### config.mk
export PLATFORM = sky130hd
export DESIGN_NAME = spi_fifo_evt_unit
export DESIGN_NICKNAME = d
export VERILOG_FILES = /design/src/rtl/spi_fe_pkg.sv /design/src/rtl/spi_fe_byte_fifo.sv /design/src/rtl/spi_fe_evt.sv /design/src/rtl/spi_fifo_evt_unit.sv
export SDC_FILE = /design/constraint.sdc
export NUM_CORES = 2
export LEC_CHECK = 0
export CAP_MARGIN = 40
export CORE_MARGIN = 4
export CORE_UTILIZATION = 27
export CTS_CLUSTER_DIAMETER = 150
export CTS_CLUSTER_SIZE = 16
export DETAILED_ROUTE_END_ITERATION = 8
export GPL_TIMING_DRIVEN = 1
export PLACE_DENSITY = 0.42
export SETUP_SLACK_MARGIN = 0.5
export SLEW_MARGIN = 20
export SYNTH_ARGS = -nofsm -noshare
export SYNTH_HDL_FRONTEND = slang
export SYNTH_SLANG_ARGS = --single-unit
### constraint.sdc
create_clock -name clk_i -period 10.1 [get_ports clk_i]
set_input_delay 2.02 -clock clk_i [delete_from_list [all_inputs] [get_ports clk_i]]
set_output_delay 2.02 -clock clk_i [all_outputs]
set_load 0.005 [all_outputs]
### src/rtl/spi_fe_pkg.sv
`timescale 1ns/1ps
package spi_fe_pkg;
   localparam int unsigned ADDR_W      = 5;
   localparam int unsigned BUS_BYTES   = 4;

   localparam logic [ADDR_W-1:0] REG_MODE = 5'h00;
   localparam logic [ADDR_W-1:0] REG_EVT  = 5'h04;
   localparam logic [ADDR_W-1:0] REG_MASK = 5'h08;
   localparam logic [ADDR_W-1:0] REG_TXD  = 5'h0C;
   localparam logic [ADDR_W-1:0] REG_RXD  = 5'h10;

   localparam int unsigned EVT_TNF_BIT  = 8;
   localparam int unsigned EVT_RNE_BIT  = 9;
   localparam int unsigned EVT_UFL_BIT  = 12;
   localparam int unsigned TXCNT_LSB    = 16;
   localparam int unsigned RXCNT_LSB    = 24;
   localparam int unsigned CNT_FIELD_W  = 6;

   localparam int unsigned TXTHR_LSB    = 8;
   localparam int unsigned RXTHR_LSB    = 0;
   localparam int unsigned THR_W        = 6;
   localparam logic [THR_W-1:0] TXTHR_RST = 6'd4;
   localparam logic [THR_W-1:0] RXTHR_RST = 6'd3;

   localparam logic [31:0] FLAG_BITS =
      (32'h1 << EVT_UFL_BIT) | (32'h1 << EVT_RNE_BIT) | (32'h1 << EVT_TNF_BIT);
endpackage

### src/rtl/spi_fe_byte_fifo.sv
`timescale 1ns/1ps
module spi_fe_byte_fifo #(
   parameter int unsigned DEPTH = 32,
   parameter int unsigned LANES = 4,
   localparam int unsigned PTR_W = $clog2(DEPTH),
   localparam int unsigned CNT_W = $clog2(DEPTH + 1),
   localparam int unsigned N_W   = $clog2(LANES + 1)
) (
   input  logic                 clk_i,
   input  logic                 rst_ni,
   input  logic [N_W-1:0]       push_n_i,
   input  logic [LANES*8-1:0]   push_data_i,
   input  logic [N_W-1:0]       pop_n_i,
   output logic [LANES*8-1:0]   pop_data_o,
   output logic [CNT_W-1:0]     count_o,
   output logic                 short_o
);
   if ((DEPTH & (DEPTH - 1)) != 0) begin : g_bad_depth
      $error("spi_fe_byte_fifo: DEPTH must be a power of two");
   end
   if (DEPTH < LANES || LANES < 1) begin : g_bad_lanes
      $error("spi_fe_byte_fifo: need 1 <= LANES <= DEPTH");
   end

   logic [7:0]       mem [DEPTH];
   logic [PTR_W-1:0] wr_ptr_q, rd_ptr_q;
   logic [CNT_W-1:0] cnt_q, free_w, push_req, pop_req, push_acc, pop_acc;

   always_comb begin
      free_w   = CNT_W'(DEPTH) - cnt_q;
      push_req = CNT_W'(push_n_i);
      pop_req  = CNT_W'(pop_n_i);
      push_acc = (push_req > free_w) ? free_w : push_req;
      pop_acc  = (pop_req > cnt_q) ? cnt_q : pop_req;
      short_o  = pop_req > cnt_q;
   end

   always_ff @(posedge clk_i) begin
      for (int l = 0; l < int'(LANES); l++) begin
         if (CNT_W'(l) < push_acc) begin
            mem[wr_ptr_q + PTR_W'(l)] <= push_data_i[l*8 +: 8];
         end
      end
   end

   always_ff @(posedge clk_i) begin
      if (!rst_ni) begin
         wr_ptr_q <= '0;
         rd_ptr_q <= '0;
         cnt_q    <= '0;
      end else begin
         wr_ptr_q <= wr_ptr_q + PTR_W'(push_acc);
         rd_ptr_q <= rd_ptr_q + PTR_W'(pop_acc);
         cnt_q    <= cnt_q + push_acc - pop_acc;
      end
   end

   for (genvar l = 0; l < LANES; l++) begin : g_lane
      assign pop_data_o[l*8 +: 8] =
         (CNT_W'(l) < cnt_q) ? mem[rd_ptr_q + PTR_W'(l)] : 8'h00;
   end

   assign count_o = cnt_q;
endmodule

### src/rtl/spi_fe_evt.sv
`timescale 1ns/1ps
module spi_fe_evt
   import spi_fe_pkg::*;
#(
   parameter int unsigned CNT_W = 6
) (
   input  logic              clk_i,
   input  logic              rst_ni,
   input  logic [CNT_W-1:0]  rx_cnt_i,
   input  logic [CNT_W-1:0]  tx_cnt_i,
   input  logic              tx_full_i,
   input  logic              uflow_set_i,
   input  logic              uflow_clr_i,
   input  logic              mask_wr_i,
   input  logic [31:0]       mask_wdata_i,
   output logic [31:0]       evt_o,
   output logic [31:0]       mask_o,
   output logic              irq_o
);
   if (CNT_W > CNT_FIELD_W) begin : g_bad_cnt
      $error("spi_fe_evt: FIFO count does not fit the event field");
   end

   logic        uflow_q;
   logic [31:0] mask_q;

   always_ff @(posedge clk_i) begin
      if (!rst_ni) begin
         uflow_q <= 1'b0;
         mask_q  <= '0;
      end else begin
         if (uflow_set_i)      uflow_q <= 1'b1;
         else if (uflow_clr_i) uflow_q <= 1'b0;
         if (mask_wr_i)        mask_q  <= mask_wdata_i & FLAG_BITS;
      end
   end

   always_comb begin
      evt_o = '0;
      evt_o[RXCNT_LSB +: CNT_FIELD_W] = CNT_FIELD_W'(rx_cnt_i);
      evt_o[TXCNT_LSB +: CNT_FIELD_W] = CNT_FIELD_W'(tx_cnt_i);
      evt_o[EVT_UFL_BIT] = uflow_q;
      evt_o[EVT_RNE_BIT] = rx_cnt_i != '0;
      evt_o[EVT_TNF_BIT] = !tx_full_i;
   end

   assign mask_o = mask_q;
   assign irq_o  = |(evt_o & mask_q);
endmodule

### src/rtl/spi_fifo_evt_unit.sv
`timescale 1ns/1ps
module spi_fifo_evt_unit
   import spi_fe_pkg::*;
#(
   parameter int unsigned DEPTH = 32,
   localparam int unsigned CNT_W = $clog2(DEPTH + 1),
   localparam int unsigned N_W   = $clog2(BUS_BYTES + 1)
) (
   input  logic              clk_i,
   input  logic              rst_ni,
   input  logic [ADDR_W-1:0] reg_addr_i,
   input  logic              reg_wr_i,
   input  logic [31:0]       reg_wdata_i,
   input  logic              reg_rd_i,
   input  logic              reg_rd_byte_i,
   output logic [31:0]       reg_rdata_o,
   output logic              irq_o,
   output logic              tx_valid_o,
   output logic [7:0]        tx_byte_o,
   input  logic              tx_ready_i,
   input  logic              rx_valid_i,
   input  logic [7:0]        rx_byte_i,
   output logic              rx_ready_o
);
   logic [CNT_W-1:0]        tx_cnt, rx_cnt;
   logic [BUS_BYTES*8-1:0]  tx_push_data, tx_pop_data, rx_push_data, rx_pop_data;
   logic [N_W-1:0]          tx_push_n, tx_pop_n, rx_push_n, rx_pop_n;
   logic                    tx_short, rx_short, rx_rd, tx_full;
   logic [31:0]             evt_word, mask_word, rx_word;
   logic [THR_W-1:0]        txthr_q, rxthr_q;

   // transmit FIFO: word writes push four bytes, MSB lane first
   for (genvar l = 0; l < BUS_BYTES; l++) begin : g_txpack
      assign tx_push_data[l*8 +: 8] = reg_wdata_i[(BUS_BYTES-1-l)*8 +: 8];
      assign rx_word[(BUS_BYTES-1-l)*8 +: 8] = rx_pop_data[l*8 +: 8];
   end

   assign tx_push_n  = (reg_wr_i && reg_addr_i == REG_TXD) ? N_W'(BUS_BYTES) : '0;
   assign tx_valid_o = tx_cnt != '0;
   assign tx_pop_n   = (tx_valid_o && tx_ready_i) ? N_W'(1) : '0;
   assign tx_byte_o  = tx_pop_data[7:0];
   assign tx_full    = tx_cnt == CNT_W'(DEPTH);

   spi_fe_byte_fifo #(.DEPTH(DEPTH), .LANES(BUS_BYTES)) u_tx_fifo (
      .clk_i      (clk_i),
      .rst_ni     (rst_ni),
      .push_n_i   (tx_push_n),
      .push_data_i(tx_push_data),
      .pop_n_i    (tx_pop_n),
      .pop_data_o (tx_pop_data),
      .count_o    (tx_cnt),
      .short_o    (tx_short)
   );

   // receive FIFO: shift engine pushes single bytes, bus pops one or four
   assign rx_push_data = {{(BUS_BYTES-1)*8{1'b0}}, rx_byte_i};
   assign rx_push_n    = rx_valid_i ? N_W'(1) : '0;
   assign rx_ready_o   = rx_cnt != CNT_W'(DEPTH);
   assign rx_rd        = reg_rd_i && reg_addr_i == REG_RXD;
   assign rx_pop_n     = !rx_rd ? '0 : (reg_rd_byte_i ? N_W'(1) : N_W'(BUS_BYTES));

   spi_fe_byte_fifo #(.DEPTH(DEPTH), .LANES(BUS_BYTES)) u_rx_fifo (
      .clk_i      (clk_i),
      .rst_ni     (rst_ni),
      .push_n_i   (rx_push_n),
      .push_data_i(rx_push_data),
      .pop_n_i    (rx_pop_n),
      .pop_data_o (rx_pop_data),
      .count_o    (rx_cnt),
      .short_o    (rx_short)
   );

   spi_fe_evt #(.CNT_W(CNT_W)) u_evt (
      .clk_i       (clk_i),
      .rst_ni      (rst_ni),
      .rx_cnt_i    (rx_cnt),
      .tx_cnt_i    (tx_cnt),
      .tx_full_i   (tx_full),
      .uflow_set_i (rx_rd && rx_short),
      .uflow_clr_i (reg_wr_i && reg_addr_i == REG_EVT && reg_wdata_i[EVT_UFL_BIT]),
      .mask_wr_i   (reg_wr_i && reg_addr_i == REG_MASK),
      .mask_wdata_i(reg_wdata_i),
      .evt_o       (evt_word),
      .mask_o      (mask_word),
      .irq_o       (irq_o)
   );

   // mode register: threshold fields only
   always_ff @(posedge clk_i) begin
      if (!rst_ni) begin
         txthr_q <= TXTHR_RST;
         rxthr_q <= RXTHR_RST;
      end else if (reg_wr_i && reg_addr_i == REG_MODE) begin
         txthr_q <= reg_wdata_i[TXTHR_LSB +: THR_W];
         rxthr_q <= reg_wdata_i[RXTHR_LSB +: THR_W];
      end
   end

   always_comb begin
      reg_rdata_o = '0;
      unique case (reg_addr_i)
         REG_MODE: begin
            reg_rdata_o[TXTHR_LSB +: THR_W] = txthr_q;
            reg_rdata_o[RXTHR_LSB +: THR_W] = rxthr_q;
         end
         REG_EVT:  reg_rdata_o = evt_word;
         REG_MASK: reg_rdata_o = mask_word;
         REG_RXD:  reg_rdata_o = reg_rd_byte_i ? {24'h0, rx_pop_data[7:0]} : rx_word;
         default:  reg_rdata_o = '0;
      endcase
   end

   logic unused_sig;
   assign unused_sig = ^{tx_short, tx_pop_data[BUS_BYTES*8-1:8]};
endmodule

==> qor.txt <==
dpl ws - 2.05 ns
wire length on met1 - 70,300 microns
synth warn - 0
CP required - 8.08 ns
Finish-stage setup viols - 0
r2r startpoint - u_tx_fifo.count_o[0]$_SDFF_PN0_
max-slew violations - 0
Slew headroom - 35.6%
Placed Cells incl. Taps - 5,095
post_cts resized - 0
Final Hold Fails - 0
Die ar. - 151,000 sq um
commonest non-fill, non-tap cell in the layout - edfxtp_1
Pwr Density - 171 nW/um^2
CTS Buf Count - 41
worst slew pin tran - 0.965 ns
sequential fraction of the synthesis area - 41.7%
initial antenna violation count - 12
Starting Density - 27.2%
drt drc - 0
root buf cell - clkbuf_16
latest clock arrival within the worst-skew pair - 0.67 ns
Global Route Usage Sum - 21.6%
Final Cycle Share - 76.8%
chip height - 389 microns
total gr overflow - 0
vias in the first global route - 29.8k
router iterations before antenna repair - 6
Final ANT Viol Nets - 0
Fin Hold WS - 0.479 ns
status - finished, final reports clean
Syn Area/Cell - 11.9 sq um
num ports - 95
post-route cell area - 43,700 sq um
Hold Path Class - flop to flop
DR vias - 31.3k
Synth Cell Area - 39,200 sq um
CTS Sinks - 560
hold_buf cts - 0
worst setup margin - 2.35 ns
wire length on met2 - 76,500 microns
Post-synth ARST share - 0%
first-pass GRT wire length - 236,000 microns
CP max FO - 8
final net count - 3,353
Max VDD drop - 118 uV
Cell Area, Placed - 42,400 sq um
share of cells above drive strength 1 - 22.0%
CP Capture Type - output pin
max_cap viols - 0
CTS tree - done
Max clock buf depth - 3
Static Leak - 13.8 nW
Setup TNS - 0 ns
core area - 144,000 sq um
drt wl/cell - 32.6 microns
placer congestion estimate - 0.877
routed wl met3 - 14,500 microns
skew final - 0.0600 ns
final cell count without fillers - 5,183
ys flop type - edfxtp_1
synthesis-to-finish area growth - 11.7%
commonest cells after routing, fill and taps aside - 512 x edfxtp_1, 388 x mux4_2, 283 x o21ai_0
final wirelength - 169,000 microns
H-tree depth - 2
Top Layer Used - met5
f_max - 0.129 GHz
DR vias/cell - 6.04
Synth Instances - 3,285
Crit path arrival time - 5.73 ns
Worst setup SP type - input pin
initial drt markers - 4,052
Distinct cells, synth - 83
minimum clock period - 7.75 ns
largest net degree at the start of global routing - 89
Post-synth EDFFs - 512
hold path startpoint - txthr_q[1]$_SDFFE_PN0P_
port bufs - 94
Clk pin slew, worst setup/hold paths - 0.07 ns
row count - 139
crit path launch - reg_addr_i[3]
flip-flop and latch count after synthesis - 560
worst setup path class - input pin to output pin
postcts setup bufs - 0
die width - 389 microns
RSZ-0062 raised after global routing - no
post-DP HPWL - 110,000 microns
[sequential cells by signal (all words and copies together), names as in the netlist]
signal and flops:
u_evt.uflow_q 1, u_rx_fifo.rd_ptr_q 5, rxthr_q 6, u_tx_fifo.mem 256, txthr_q 6, u_rx_fifo.mem 256, u_rx_fifo.wr_ptr_q 5, u_tx_fifo.wr_ptr_q 5
u_tx_fifo.count_o 6, u_evt.mask_o 3, u_tx_fifo.rd_ptr_q 5, u_rx_fifo.count_o 6
[Yosys cell counts (64+ instances only)]
| cell | instances | share of area [%] |
|---|---|---|
| a211oi_1 | 136 | 2.6 |
| a21boi_0 | 71 | 1.4 |
| a21oi_1 | 181 | 2.3 |
| and3_1 | 76 | 1.2 |
| buf_2 | 71 | 0.91 |
| clkbuf_1 | 235 | 2.3 |
| edfxtp_1 | 512 | 39 |
| inv_1 | 64 | 0.61 |
| mux2i_1 | 126 | 3.2 |
| mux4_2 | 388 | 22 |
| nand2_1 | 219 | 2.1 |
| nand3_1 | 101 | 1.3 |
| nor2_1 | 116 | 1.1 |
| o21ai_0 | 285 | 3.6 |
| o22ai_1 | 91 | 1.5 |
[logic make-up (layout without fill, tap and decap cells)]
logic type | count (synthesis) | count (layout) | synth area share (%)
AND/OR/NAND/NOR | 737 | 737 | 10.0
flip-flops | 560 | 560 | 41.7
buffers and inverters | 420 | 391 | 4.41
other | 2 | 26 | 0.0192
adder cells (fa/ha/maj) | 57 | 57 | 2.09
XOR/XNOR | 44 | 44 | 0.984
AO/OA/AOI/OAI | 939 | 939 | 14.9
multiplexers | 526 | 526 | 25.9
[final timing paths]
kind	to	slack, ns	cells after the start
worst min register to register	txthr_q[1]$_SDFFE_PN0P_	0.48	2
worst min-delay path	txthr_q[1]$_SDFFE_PN0P_	0.48	2
worst max-delay path	reg_rdata_o[18]	2.35	10
worst max register to register	u_tx_fifo.count_o[5]$_SDFF_PN0_	4.93	19
[power breakdown]
group	total [mW]	leakage, nW	internal [mW]	switching (mW)
registers	2.82	5.00	2.63	0.186
logic	2.94	8.28	1.32	1.62
clock network	1.69	0.556	0.774	0.919
[layer usage]
metal / vias up / global-route usage [%]
li1: 13000 / -
met1: 16100 / 29.8
met2: 1834 / 33.8
met3: 375 / 3.57
met4: 4 / 8.63
met5: - / 0
[worst max-delay path, stage by stage]
cell and delay, ns:
clkdlybuf4s50_1 0.55, nor4_1 0.34, clkbuf_2 0.24, buf_4 0.15, and2_0 0.33, nor2b_1 0.37
o21ai_1 0.12, buf_4 0.23, o21ai_0 0.71, clkdlybuf4s50_1 0.66
[through the flow]
stage / utilization, % / power, mW
floorplan: - / 4.66
global placement: 29.2 / 5.77
detailed placement: 29.5 / 5.80
CTS: 30.3 / 7.49
global route: 30.4 / 7.75
finish: 30.4 / 7.46
[cell type report]
cell class / instances / area, sq um
Clock buffer: 71 / 1140
Sequential cell: 560 / 16300
Clock inverter: 4 / 36.3
Inverter: 67 / 251
Timing Repair Buffer: 249 / 2190
Multi-Input combinational cell: 2325 / 21400
Tap cell: 1903 / 2380
Antenna cell: 4 / 10.0
Fill cell: 14500 / 100000
Note: power is estimated with default switching activity, not from simulation.
